### src/rtl/cri_pkg.sv
package cri_pkg;
  localparam int ADDR_W    = 7;
  localparam int MAX_BYTES = 3;
  localparam int DATA_W    = 8 * MAX_BYTES;
  localparam int CNT_W     = $clog2(MAX_BYTES);

  typedef enum logic [1:0] {LEN_8, LEN_12, LEN_16, LEN_24} len_e;

  function automatic logic [CNT_W-1:0] last_byte(len_e l);
    case (l)
      LEN_8:          return CNT_W'(0);
      LEN_12, LEN_16: return CNT_W'(1);
      default:        return CNT_W'(2);
    endcase
  endfunction

  // right-justify and clear bits above width
  function automatic logic [DATA_W-1:0] fit_right(logic [DATA_W-1:0] d, len_e l);
    case (l)
      LEN_8:   return {16'h0, d[7:0]};
      LEN_12:  return {12'h0, d[11:0]};
      LEN_16:  return {8'h0, d[15:0]};
      default: return d;
    endcase
  endfunction

  // place used bytes at the top of the shift register
  function automatic logic [DATA_W-1:0] pack_left(logic [DATA_W-1:0] d, len_e l);
    case (l)
      LEN_8:   return {d[7:0], 16'h0};
      LEN_12:  return {4'h0, d[11:0], 8'h0};
      LEN_16:  return {d[15:0], 8'h0};
      default: return d;
    endcase
  endfunction
endpackage

### src/rtl/cri_sync.sv
module cri_sync #(
  parameter int          W       = 1,
  parameter int          STAGES  = 2,
  parameter logic [W-1:0] RST_VAL = '0
) (
  input  logic         clk_i,
  input  logic         rst_ni,
  input  logic [W-1:0] d_i,
  output logic [W-1:0] q_o
);
  logic [W-1:0] stg [STAGES];

  always_ff @(posedge clk_i or negedge rst_ni)
    if (!rst_ni) stg[0] <= RST_VAL;
    else         stg[0] <= d_i;

  for (genvar g = 1; g < STAGES; g++) begin : g_stg
    always_ff @(posedge clk_i or negedge rst_ni)
      if (!rst_ni) stg[g] <= RST_VAL;
      else         stg[g] <= stg[g-1];
  end

  assign q_o = stg[STAGES-1];
endmodule

### src/rtl/cri_len_dec.sv
module cri_len_dec
  import cri_pkg::*;
(
  input  logic [ADDR_W-1:0] addr_i,
  output len_e              len_o,
  output logic              ro_o
);
  always_comb begin
    len_o = LEN_8;
    ro_o  = 1'b1;
    if (addr_i <= 7'h0F)                         begin len_o = LEN_24; ro_o = 1'b1; end
    else if (addr_i == 7'h10)                    begin len_o = LEN_12; ro_o = 1'b1; end
    else if (addr_i == 7'h11)                    begin len_o = LEN_8;  ro_o = 1'b1; end
    else if (addr_i == 7'h12)                    begin len_o = LEN_24; ro_o = 1'b1; end
    else if (addr_i <= 7'h17)                    begin len_o = LEN_8;  ro_o = 1'b0; end
    else if (addr_i == 7'h18)                    begin len_o = LEN_24; ro_o = 1'b0; end
    else if (addr_i <= 7'h1A)                    begin len_o = LEN_24; ro_o = 1'b1; end
    else if (addr_i <= 7'h44)                    begin len_o = LEN_12; ro_o = 1'b0; end
    else if (addr_i == 7'h45 || addr_i == 7'h47) begin len_o = LEN_16; ro_o = 1'b0; end
    else if (addr_i == 7'h46 || addr_i == 7'h48) begin len_o = LEN_12; ro_o = 1'b0; end
    else                                         begin len_o = LEN_8;  ro_o = 1'b1; end
  end
endmodule

### src/rtl/cri_engine.sv
module cri_engine
  import cri_pkg::*;
(
  input  logic              clk_i,
  input  logic              rst_ni,
  input  logic              cs_i,      // synchronized, high = idle
  input  logic              fall_i,
  input  logic              rise_i,
  input  logic              din_i,
  input  len_e              len_i,
  input  logic              ro_i,
  input  logic [DATA_W-1:0] rdata_i,
  output logic [ADDR_W-1:0] addr_o,
  output logic              we_o,
  output logic [DATA_W-1:0] wdata_o,
  output logic              dout_o
);
  typedef enum logic [1:0] {ST_CMD, ST_LOAD, ST_DATA, ST_DONE} st_e;

  st_e               st_q;
  logic [2:0]        bit_q;
  logic [CNT_W-1:0]  byte_q;
  logic [DATA_W-1:0] rx_q, tx_q;
  logic              wr_q;
  logic [DATA_W-1:0] rx_nxt;

  assign rx_nxt = {rx_q[DATA_W-2:0], din_i};

  always_ff @(posedge clk_i or negedge rst_ni) begin
    if (!rst_ni) begin
      st_q    <= ST_CMD;
      bit_q   <= '0;
      byte_q  <= '0;
      rx_q    <= '0;
      tx_q    <= '0;
      wr_q    <= 1'b0;
      addr_o  <= '0;
      we_o    <= 1'b0;
      wdata_o <= '0;
      dout_o  <= 1'b0;
    end else if (cs_i) begin
      st_q   <= ST_CMD;
      bit_q  <= '0;
      byte_q <= '0;
      we_o   <= 1'b0;
      dout_o <= 1'b0;
    end else begin
      we_o <= 1'b0;
      case (st_q)
        ST_CMD: if (fall_i) begin
          rx_q  <= rx_nxt;
          bit_q <= bit_q + 3'd1;
          if (bit_q == 3'd7) begin
            addr_o <= rx_nxt[ADDR_W-1:0];
            wr_q   <= rx_nxt[7];
            st_q   <= ST_LOAD;
          end
        end
        ST_LOAD: begin // address now settled at the bank
          tx_q   <= pack_left(rdata_i, len_i);
          rx_q   <= '0;
          byte_q <= '0;
          st_q   <= ST_DATA;
        end
        ST_DATA: begin
          if (rise_i && !wr_q) begin
            dout_o <= tx_q[DATA_W-1];
            tx_q   <= {tx_q[DATA_W-2:0], 1'b0};
          end
          if (fall_i) begin
            rx_q  <= rx_nxt;
            bit_q <= bit_q + 3'd1;
            if (bit_q == 3'd7) begin
              byte_q <= byte_q + CNT_W'(1);
              if (byte_q == last_byte(len_i)) begin
                st_q <= ST_DONE;
                if (wr_q && !ro_i) begin
                  we_o    <= 1'b1;
                  wdata_o <= fit_right(rx_nxt, len_i);
                end
              end
            end
          end
        end
        default: ; // ST_DONE: wait for CS_n high
      endcase
    end
  end
endmodule

### src/rtl/cri_serial_if.sv
module cri_serial_if
  import cri_pkg::*;
#(
  parameter int SYNC_STAGES = 2
) (
  input  logic              clk_i,
  input  logic              rst_ni,
  input  logic              cs_ni,
  input  logic              sclk_i,
  input  logic              din_i,
  output logic              dout_o,
  output logic              dout_oe_o,
  output logic [ADDR_W-1:0] reg_addr_o,
  output logic [DATA_W-1:0] reg_wdata_o,
  output logic              reg_we_o,
  input  logic [DATA_W-1:0] reg_rdata_i
);
  logic       cs_s, sclk_s, din_s, sclk_q;
  logic       sclk_fall, sclk_rise, ro_w;
  len_e       len_w;

  cri_sync #(.W(3), .STAGES(SYNC_STAGES), .RST_VAL(3'b110)) u_sync (
    .clk_i (clk_i),
    .rst_ni(rst_ni),
    .d_i   ({cs_ni, sclk_i, din_i}),
    .q_o   ({cs_s, sclk_s, din_s})
  );

  always_ff @(posedge clk_i or negedge rst_ni)
    if (!rst_ni) sclk_q <= 1'b1;
    else         sclk_q <= sclk_s;

  assign sclk_fall = sclk_q & ~sclk_s;
  assign sclk_rise = ~sclk_q & sclk_s;

  cri_len_dec u_len (
    .addr_i(reg_addr_o),
    .len_o (len_w),
    .ro_o  (ro_w)
  );

  cri_engine u_eng (
    .clk_i  (clk_i),
    .rst_ni (rst_ni),
    .cs_i   (cs_s),
    .fall_i (sclk_fall),
    .rise_i (sclk_rise),
    .din_i  (din_s),
    .len_i  (len_w),
    .ro_i   (ro_w),
    .rdata_i(reg_rdata_i),
    .addr_o (reg_addr_o),
    .we_o   (reg_we_o),
    .wdata_o(reg_wdata_o),
    .dout_o (dout_o)
  );

  // pad enable follows the raw select
  assign dout_oe_o = ~cs_ni;
endmodule

### config.mk
export PLATFORM = sky130hd
export DESIGN_NAME = cri_serial_if
export DESIGN_NICKNAME = d
export VERILOG_FILES = /design/src/rtl/cri_pkg.sv /design/src/rtl/cri_sync.sv /design/src/rtl/cri_len_dec.sv /design/src/rtl/cri_engine.sv /design/src/rtl/cri_serial_if.sv
export SDC_FILE = /design/constraint.sdc
export NUM_CORES = 1
export LEC_CHECK = 0
export BUFFER_PORTS_ARGS = -buffer_cell sky130_fd_sc_hd__buf_2
export CORE_ASPECT_RATIO = 0.6
export CORE_MARGIN = 2
export CORE_UTILIZATION = 59
export CTS_BUF_LIST = sky130_fd_sc_hd__clkbuf_8
export DETAILED_ROUTE_END_ITERATION = 10
export GPL_TIMING_DRIVEN = 0
export PLACE_DENSITY = 0.81
export SLEW_MARGIN = 30
export SYNTH_ARGS = -nofsm -noshare
export SYNTH_HDL_FRONTEND = slang
export SYNTH_SLANG_ARGS = --single-unit
### constraint.sdc
create_clock -name clk_i -period 3.5 [get_ports clk_i]
set_input_delay 0 -clock clk_i [delete_from_list [all_inputs] [get_ports clk_i]]
set_output_delay 0 -clock clk_i [all_outputs]
set_load 0.01 [all_outputs]
==> flow_metrics.tcl <==
set metrics [dict create \
    vdd_drop_max_mv 0.270 \
    dp_cells 596 \
    cp.arrival_ns 3.57 \
    htreeDepth 3 \
    yosysWarningCount 0 \
    powerDensity_nw_per_um2 350 \
    path_clk_slew_ns 0.08 \
    synth.largest_area_cell "dfrtp_1" \
    clockPowerShare_pct 32.5 \
    cp_max_fo 10 \
    layout_min_cycle_time_ns 3.32 \
    clockBufferDepth 2 \
    fin_nets 569 \
    rr_worst_depth 11 \
    grt_pass1_vias 3666 \
    switchingPower_mw 0.452 \
    cts-root-buf "clkbuf_8" \
    hold_start "reg_rdata_i[18]" \
    synthArstFlopShare_pct 100 \
    port_buffers 62 \
    max_slew_margin_pct 44.9 \
    area_growth_pct 21.7 \
    core_um2 7300 \
    drive_above_1_share_pct 24.1 \
    viasPerCell 5.94 \
    multi_input_area_um2 1950 \
    hpwl_um 7440 \
    syn-num-nets 464 \
    crit_path_start_kind "flop" \
    io_pins 63 \
    start_util_pct 61.3 \
    final-seq-area_um2 2380 \
    synthTopCellsByArea "dfrtp_1 (50%), nand2_1 (5.1%), o21ai_0 (3.8%)" \
    drc 0 \
    comb_power_share_pct 6.5 \
    die-area_um2 8320 \
    clock-sinks 95 \
    final.setup.worst_slack_ns 0.176 \
    ys_seq_elements 95 \
    hold_violations 0 \
    post-route-period-util_pct 95.0 \
    worst_pin_slew_ns 0.820 \
    synthDistinctLibCells 50 \
    r2r_end "u_eng.wdata_o[5]" \
    grt_overflow_total 0 \
    synth_edf_count 0 \
    syn_area_um2 4480 \
    p_leak_nw 2.61 \
    synthCells 429 \
    grt_first_pass_wirelength_um 18300 \
    finClkSkew_ns 0.00681 \
    n_fill_cell 489 \
    rows 24 \
    holdWs_ns 0.0132 \
    wire_per_inst_um 17.5 \
    hold_path_class "primary input to flop" \
    timing.rr.start "u_eng.addr_o[2]" \
    setup_viol 0 \
    postLayoutCoreUtil_pct 74.6 \
    cp.required_ns 3.75 \
    antenna_cells 0 \
    gp_congestion 0.908 \
    grt_use_total_pct 29.3 \
    internal_power_mw 1.45 \
    ant_nets 0 \
    synthFlopType "dfrtp_1" \
    outcome "finished, final reports clean" \
    holdPathStages 3 \
    whs_endpoint "u_eng.tx_q[18]" \
    drv_slew 0 \
    routed_wl_um 11300 \
    endpoint_kind "flop" \
    die_w_um 116 \
    r2r_slack_ns 0.18 \
    tritoncts "yes" \
    max_freq_mhz 301 \
    seq_area_frac_synth_pct 53.3 \
    insertion_delay_ns 0.37 \
    die_h_um 71.5 \
    synth_top_area_share_pct 50.3 \
    vias 3821 \
    cts_buffers 9 \
    grt_max_degree 69 \
    drt-initial-drc-count 490 \
    avgSynthCellArea_um2 10.4 \
    finalNonFillerCells 643 \
    p_seq_share_pct 60.9 \
    dr.pass1.iters 7 \
    swShare_pct 23.7 \
    critPathKind "flop to flop" \
    antenna_found_initial 0 \
    maxCapViolCount 0 \
    dpl_worst_slack_ns -0.115 \
]
what timing repair did:
item,4_1_cts,5_1_grt
buffers inserted,1,2
pin swaps,1,1
endpoints found under the hold margin,119,0
cloned,0,0
endpoints found under the setup margin,20,22
gates resized for setup,1,5
hold buffers,28,0
Yosys cell counts, types with 8 or more instances:
| cell type | n |
|---|---|
| mux2_2 | 12 |
| nor2_1 | 22 |
| mux2i_1 | 9 |
| mux2_4 | 8 |
| a21bo_2 | 8 |
| nand2_1 | 61 |
| dfrtp_1 | 90 |
| o21ai_0 | 34 |
| clkbuf_1 | 23 |
| a31oi_1 | 8 |
| a221oi_1 | 9 |
| inv_1 | 11 |
| nand3_1 | 20 |
| a22o_1 | 9 |
| a21oi_1 | 17 |
per-stage QoR:
step	cell area, um2	power [mW]	setup TNS (ns)
6_report	5450	1.90	0
5_1_grt	5450	1.99	-0.135
4_1_cts	5410	1.92	0
3_5_place_dp	4950	1.28	-1.52
3_3_place_gp	4920	1.27	-0.453
2_1_floorplan	4480	1.21	0
worst max-delay path, stage by stage (launching register included):
cell and delay, ns:
dfrtp_1 0.49, o31a_1 0.36, a221oi_1 0.34, buf_2 0.28, inv_1 0.06, ha_1 0.31
xor2_2 0.23, nand2b_1 0.22, nor3_4 0.07, mux2i_4 0.30, buf_6 0.23, mux2_4 0.31
layout by cell type (no fill, tap or decap), drive strengths merged, types with 3 or more instances in the layout:
| master | netlist | final |
|---|---|---|
| a31oi | 8 | 8 |
| buf | 6 | 72 |
| xnor2 | 3 | 3 |
| a211oi | 5 | 5 |
| dfstp | 5 | 5 |
| o211ai | 5 | 5 |
| a22o | 9 | 9 |
| or3 | 6 | 6 |
| o21ai | 34 | 34 |
| clkbuf | 24 | 34 |
| ha | 6 | 6 |
| nor3 | 7 | 7 |
| o21bai | 5 | 5 |
| a221oi | 9 | 9 |
| a21oi | 17 | 17 |
| a21bo | 8 | 8 |
| mux2i | 10 | 10 |
| dlygate4sd3 | 0 | 28 |
| dfrtp | 90 | 90 |
| nor2b | 7 | 7 |
| o2bb2ai | 4 | 4 |
| and2 | 4 | 4 |
| nor2 | 22 | 22 |
| nand2 | 61 | 61 |
| inv | 11 | 15 |
| nand3 | 20 | 20 |
| nand2b | 4 | 4 |
| mux2 | 20 | 20 |
power groups by stage:
stage	Sequential (mW)	Combinational [mW]	Clock, mW
2_1_floorplan	1.17	0.0430	0
3_3_place_gp	1.18	0.0907	0
3_5_place_dp	1.18	0.102	0
4_1_cts	1.16	0.123	0.636
5_1_grt	1.16	0.141	0.684
6_report	1.16	0.125	0.619
sequential cells by signal, summed over array words and instances, names as in the netlist, 2 cells and up:
register and cells:
u_eng.tx_q 24, u_eng.wdata_o 24, u_eng.rx_q 23, u_eng.addr_o 7
u_eng.bit_q 3, u_sync.q_o 3, u_sync.stg 3, u_eng.byte_q 2
u_eng.st_q 2
per-layer routing:
| metal | vias up | track usage, % | part of all wire, % |
|---|---|---|---|
| met5 | - | 0 | 0 |
| met4 | 0 | 8.86 | 2.2 |
| met3 | 31 | 7.87 | 9.9 |
| met2 | 230 | 41.5 | 44 |
| met1 | 1832 | 44.4 | 44 |
| li1 | 1728 | - | - |
layout make-up:
cell class | count | share of cell area, %
Buffer | 30 | 2.39
Clock buffer | 10 | 2.53
Clock inverter | 6 | 0.459
Inverter | 11 | 0.758
Multi-Input combinational cell | 293 | 35.8
Sequential cell | 95 | 43.8
Tap cell | 104 | 2.39
Timing Repair Buffer | 94 | 11.9
logic make-up after synthesis:
kind of cell	share of synthesized area [%]
XOR/XNOR	0.783
adder cells (fa/ha/maj)	1.93
AO/OA/AOI/OAI	17.1
flip-flops	53.3
multiplexers	8.22
buffers and inverters	3.75
AND/OR/NAND/NOR	15.0
how the worst max path moves through the flow:
stage,start,to,depth (start not counted)
2_1_floorplan,u_eng.addr_o[2],u_eng.wdata_o[10],11
3_3_place_gp,u_eng.addr_o[2],u_eng.wdata_o[11],11
3_5_place_dp,u_eng.addr_o[2],u_eng.wdata_o[5],11
4_1_cts,u_eng.addr_o[2],u_eng.wdata_o[5],11
5_1_grt,u_eng.addr_o[5],u_eng.wdata_o[5],12
6_report,u_eng.addr_o[2],u_eng.wdata_o[5],11
No activity file was read; power rests on OpenSTA's default activity.
